===== config.mk =====
export PLATFORM = sky130hd
export DESIGN_NAME = burst_seq
export DESIGN_NICKNAME = d
export VERILOG_FILES = /design/src/rtl/burst_seq_pkg.sv /design/src/rtl/burst_seq_ctrl.sv /design/src/rtl/burst_seq_order.sv /design/src/rtl/burst_seq.sv
export SDC_FILE = /design/constraint.sdc
export NUM_CORES = 1
export LEC_CHECK = 0
export CAP_MARGIN = 15
export CORE_ASPECT_RATIO = 0.9
export CORE_MARGIN = 2
export CORE_UTILIZATION = 43
export DETAILED_ROUTE_END_ITERATION = 16
export PLACE_DENSITY = 0.82
export SKIP_LAST_GASP = 1
export SLEW_MARGIN = 20
export SYNTH_ARGS = -nofsm -noshare
export SYNTH_HDL_FRONTEND = slang
export SYNTH_SLANG_ARGS = --single-unit

===== constraint.sdc =====
create_clock -name clk -period 2.1 [get_ports clk]
set_clock_uncertainty 0.1 [all_clocks]
set_input_delay 0.42 -clock clk [delete_from_list [all_inputs] [get_ports clk]]
set_output_delay 0.42 -clock clk [all_outputs]
set_load 0.03 [all_outputs]

===== src/rtl/burst_seq_pkg.sv =====
package burst_seq_pkg;

    typedef enum logic {
        ORD_LINEAR     = 1'b0,
        ORD_INTERLEAVE = 1'b1
    } burst_order_e;

endpackage


===== src/rtl/burst_seq_ctrl.sv =====
module burst_seq_ctrl #(
    parameter int ADDR_W = 17,
    parameter int CNT_W  = 2
) (
    input  logic              clk,
    input  logic              rst_n,
    input  logic              load_i,
    input  logic              step_i,
    input  logic [ADDR_W-1:0] ext_addr_i,
    output logic [ADDR_W-1:0] start_q_o,
    output logic [CNT_W-1:0]  beat_q_o
);

    typedef struct packed {
        logic [ADDR_W-1:0] start;
        logic [CNT_W-1:0]  beat;
    } seq_state_t;

    localparam seq_state_t RESET_STATE = '{start: '0, beat: '0};

    seq_state_t state_d, state_q;

    // Next-state: a load beats an advance; no strobe holds (suspend).
    always_comb begin
        state_d = state_q;
        if (load_i) begin
            state_d.start = ext_addr_i;
            state_d.beat  = '0;
        end else if (step_i) begin
            state_d.beat = state_q.beat + CNT_W'(1);
        end
    end

    always_ff @(posedge clk or negedge rst_n) begin
        if (!rst_n) state_q <= RESET_STATE;
        else        state_q <= state_d;
    end

    assign start_q_o = state_q.start;
    assign beat_q_o  = state_q.beat;

    AST_STEP_ADVANCES: assert property (@(posedge clk) disable iff (!rst_n)
        (!load_i && step_i) |=> (beat_q_o == CNT_W'($past(beat_q_o) + 1'b1)));

    AST_SUSPEND_HOLDS: assert property (@(posedge clk) disable iff (!rst_n)
        (!load_i && !step_i) |=> ($stable(beat_q_o) && $stable(start_q_o)));

    AST_LOAD_WINS: assert property (@(posedge clk) disable iff (!rst_n)
        load_i |=> (beat_q_o == '0));

endmodule


===== src/rtl/burst_seq_order.sv =====
module burst_seq_order
    import burst_seq_pkg::*;
#(
    parameter int CNT_W = 2
) (
    input  burst_order_e     order_i,
    input  logic [CNT_W-1:0] start_low_i,
    input  logic [CNT_W-1:0] beat_i,
    output logic [CNT_W-1:0] low_o
);

    logic [CNT_W-1:0] lin_low;
    logic [CNT_W-1:0] ilv_low;

    // Linear walk: wrapping add of the beat count onto the start bits.
    assign lin_low = start_low_i + beat_i;

    // Interleaved walk: per-bit XOR of start and beat.
    for (genvar b = 0; b < CNT_W; b++) begin : g_ilv
        assign ilv_low[b] = start_low_i[b] ^ beat_i[b];
    end

    always_comb begin
        unique case (order_i)
            ORD_INTERLEAVE: low_o = ilv_low;
            default:        low_o = lin_low;
        endcase
    end

    // Both walks agree at beat zero: the first beat is the loaded address.
    always_comb begin
        if (beat_i == '0) begin
            AST_FIRST_BEAT_IS_START: assert (lin_low == ilv_low);
        end
    end

endmodule


===== src/rtl/burst_seq.sv =====
module burst_seq
    import burst_seq_pkg::*;
#(
    parameter int ADDR_W = 17,
    parameter int CNT_W  = 2
) (
    input  logic              clk,
    input  logic              rst_n,
    input  logic              load_i,
    input  logic              step_i,
    input  logic              order_i,
    input  logic [ADDR_W-1:0] ext_addr_i,
    output logic [ADDR_W-1:0] addr_o,
    output logic [CNT_W-1:0]  beat_o
);

    localparam int HI_W = ADDR_W - CNT_W;

    logic [ADDR_W-1:0] start_q;
    logic [CNT_W-1:0]  beat_q;
    logic [CNT_W-1:0]  low_bits;
    burst_order_e      order_sel;

    assign order_sel = burst_order_e'(order_i);

    burst_seq_ctrl #(
        .ADDR_W (ADDR_W),
        .CNT_W  (CNT_W)
    ) u_ctrl (
        .clk        (clk),
        .rst_n      (rst_n),
        .load_i     (load_i),
        .step_i     (step_i),
        .ext_addr_i (ext_addr_i),
        .start_q_o  (start_q),
        .beat_q_o   (beat_q)
    );

    burst_seq_order #(
        .CNT_W (CNT_W)
    ) u_order (
        .order_i     (order_sel),
        .start_low_i (start_q[CNT_W-1:0]),
        .beat_i      (beat_q),
        .low_o       (low_bits)
    );

    assign addr_o = {start_q[ADDR_W-1:CNT_W], low_bits};
    assign beat_o = beat_q;

    AST_UPPER_FROZEN: assert property (@(posedge clk) disable iff (!rst_n)
        !load_i |=> (addr_o[ADDR_W-1:CNT_W] == $past(addr_o[ADDR_W-1:CNT_W])));

    AST_LOAD_ADDR: assert property (@(posedge clk) disable iff (!rst_n)
        (load_i && $stable(order_i)) |=> (addr_o == $past(ext_addr_i)));

    AST_HI_WIDTH: assert property (@(posedge clk) disable iff (!rst_n)
        (HI_W > 0) |-> !$isunknown(addr_o));

endmodule


==> impl_metrics.tcl <==
set metrics [dict create \
    post-route-util_pct 64.04 \
    number_of_buffers_created_by_cts 3 \
    critPathTopFamily "buffers and inverters" \
    area_after_dpl_mm2 0.001225 \
    cells_after_synthesis 62 \
    synth-seq-cells 19 \
    yosys_warnings 0 \
    timing.setup.tns_ps 0 \
    crit_path_top_delay_cell "sky130_fd_sc_hd__clkdlybuf4s50_1" \
    placer_s_final_routability_congestion_estimate 0.5638 \
    post_dr_vias_cell 4.543 \
    clock_latency_ps 290 \
    vdd_drop_max_v 0.0003944 \
    clk_transition_reported_paths_ps 100 \
    layout-drive-gt1-share_pct 26.37 \
    leakagePower_uw 0.0005376 \
    timing.final.crit_period_ps 1950 \
    synthTopCellsByArea "sky130_fd_sc_hd__dfrtp_1 (52%), sky130_fd_sc_hd__mux2_4 (13%), sky130_fd_sc_hd__buf_4 (12%)" \
    syn-cell-area_um2 912.1 \
    start_util_pct 46.73 \
    worstMarginPinSlew_ps 318.0 \
    crit_path_max_incr_delay_ps 700 \
    floorplan.die_area_mm2 0.002506 \
    number_of_antenna_violations_at_the_first_check_in_global_routing 0 \
    critPathBufInv 1 \
    xor_and_xnor_area_share_after_synthesis_pct 2.881 \
    globalRouteOverflowTotal 0 \
    synth_area_per_cell_um2 14.71 \
    compound_gate_fraction_of_synth_area_pct 1.646 \
    status "finished clean" \
    cts_tree "yes" \
    cts-root-buf "sky130_fd_sc_hd__clkbuf_4" \
    achievable-frequency_mhz 512.8 \
    drv_slew 0 \
    detailedRoute.firstPassIterationCount 2 \
    drt_iter0_markers 1 \
    critPathKind "reg -> out" \
    grt_pass1_vias 585 \
    port_buffers 40 \
    syn_nets 85 \
    synth_top_cell_by_area "sky130_fd_sc_hd__dfrtp_1" \
    hp-class "in -> async" \
    synth.mux.area_fraction_pct 24.28 \
    finish.instance_area_mm2 0.001250 \
    maxCapViolations 0 \
    floorplan.core_area_mm2 0.001952 \
    detail_route.drc_violations 0 \
    synth-edff-count 0 \
    end_point_of_the_critical_path "beat_o[0]" \
    synth-seq-area-share_pct 52.13 \
    finalHoldViolCount 0 \
    worst-endpoint-arrival_ps 1430 \
    post_route_antenna_net_violation_count 0 \
    grt_first_pass_wirelength_um 2477 \
    synth_top_area_share_pct 52.13 \
    min_period_over_period_pct 92.87 \
    post_synth_fa_ha_maj_area_fraction_pct 1.372 \
    clk_path_buf_depth 2 \
    regToRegSetupSlack_ps 1160 \
    htreeDepth 1 \
    worst-path-max-fanout 5 \
    final_nets 115 \
    design_power_total_uw 887.0 \
    grt.total_usage_pct 14.03 \
    chip_width_um 52.55 \
    die-height_um 47.70 \
    synth_top_family_by_area "multiplexers" \
    async_reset_ff_share_pct 100.0 \
    crit_path_end_kind "output port" \
    report.final.setup_viol 0 \
    clock-sinks 19 \
    worst-path-stages 1 \
    antenna_cells 0 \
    max_slew_margin_pct 78.74 \
    worstReg2RegEnd "u_ctrl.beat_q_o[1]$_DFFE_PN0P_" \
    power_per_cell_area_mw_per_mm2 709.7 \
    hpwl_um 1173 \
    boundaryPins 41 \
    post_cts_setup_buffer_count 0 \
    wirelength_um 1539 \
    worstSetupStartpoint "u_ctrl.beat_q_o[0]$_DFFE_PN0P_" \
    crit_chain "clkdlybuf4s50_1" \
    num_rows 15 \
    wl_per_cell_um 13.27 \
    worst-r2r-cell-count 2 \
    synth_simple_gate_area_share_pct 1.920 \
    area_delta_synth_final_pct 37.04 \
    worstSetupStartpointType "flip-flop" \
    worst_reg2reg_path_startpoint "u_ctrl.beat_q_o[0]$_DFFE_PN0P_" \
    rsz0062_at_grt "false" \
    ys_types 13 \
    grt_start_max_net_pins 20 \
    synth_top_flop_cell "sky130_fd_sc_hd__dfrtp_1" \
    overall_via_count_from_detail_route 527 \
    worst-endpoint-required_ps 1580 \
]
placed cells by master (no fill, tap or decap), types with 2 or more instances in the layout:
cell type / instances
sky130_fd_sc_hd__clkdlybuf4s50_1: 38
sky130_fd_sc_hd__mux2_2: 9
sky130_fd_sc_hd__dfrtp_1: 19
sky130_fd_sc_hd__mux2_4: 8
sky130_fd_sc_hd__buf_4: 2
sky130_fd_sc_hd__xnor2_1: 3
sky130_fd_sc_hd__clkbuf_4: 3
cells by family (layout without fill, tap and decap cells):
family,after synthesis,count (layout)
and+or+nand+nor,3,3
DFF,19,19
buffers and inverters,17,46
xor gates and xnor gates,3,3
AOI/OAI and AO/OA,2,2
adders and majority gates,1,1
muxes,17,17
synth_stat cells, types with 3 or more instances:
| cell type | n |
|---|---|
| sky130_fd_sc_hd__mux2_2 | 9 |
| sky130_fd_sc_hd__mux2_4 | 8 |
| sky130_fd_sc_hd__buf_4 | 15 |
| sky130_fd_sc_hd__dfrtp_1 | 19 |
| sky130_fd_sc_hd__xnor2_1 | 3 |
worst min path at each step:
stage / endpoint / depth (start not counted) / slack (ps)
floorplan: u_ctrl.beat_q_o[0]$_DFFE_PN0P_ / 0 / 20
global placement: u_ctrl.start_q_o[14]$_DFFE_PN0P_ / 1 / 390
detailed placement: u_ctrl.start_q_o[6]$_DFFE_PN0P_ / 1 / 390
CTS: u_ctrl.start_q_o[7]$_DFFE_PN0P_ / 2 / 360
global route: u_ctrl.start_q_o[7]$_DFFE_PN0P_ / 2 / 360
finish: u_ctrl.start_q_o[7]$_DFFE_PN0P_ / 2 / 350
final cells by class:
cell class | count | area [um2]
Multi-Input combinational cell | 26 | 292.8
Sequential cell | 19 | 475.5
Tap cell | 25 | 31.28
Timing Repair Buffer | 42 | 424.2
Clock buffer | 4 | 26.28
Fill cell | 160 | 701.9
metal layers:
layer  track usage [%]  share of wire [%]  up-vias
met3             3.438                6.0        2
met5                 0                  0        -
li1                  -                  -      248
met1             17.67                 42      253
met2             23.50                 51       24
met4             6.154               0.91        0
what timing repair did:
action,in CTS,in global routing
endpoints found under the setup margin,1,0
hold buffers,0,0
resized for setup,1,0
sequential cells by signal, indices dropped and copies added (netlist names):
signal / flops
u_ctrl.start_q_o: 17
u_ctrl.beat_q_o: 2
metrics by stage:
stage          cells  worst slack (ps)  hold WS (ps)
2_1_floorplan     62             171.2         24.41
3_3_place_gp     112             232.5         390.0
3_5_place_dp     112             215.8         394.0
4_1_cts          116             132.8         355.5
5_1_grt          116             76.13         358.4
6_report         116             149.8         351.5
report_power, final:
group | switching [uW] | internal [uW] | leakage (uW)
logic | 134 | 149 | 0.000297
registers | 22.1 | 402 | 0.000225
clock network | 107 | 73.8 | 0.0000150
total | 262 | 625 | 0.000538
No activity file was read; power rests on OpenSTA's default activity.
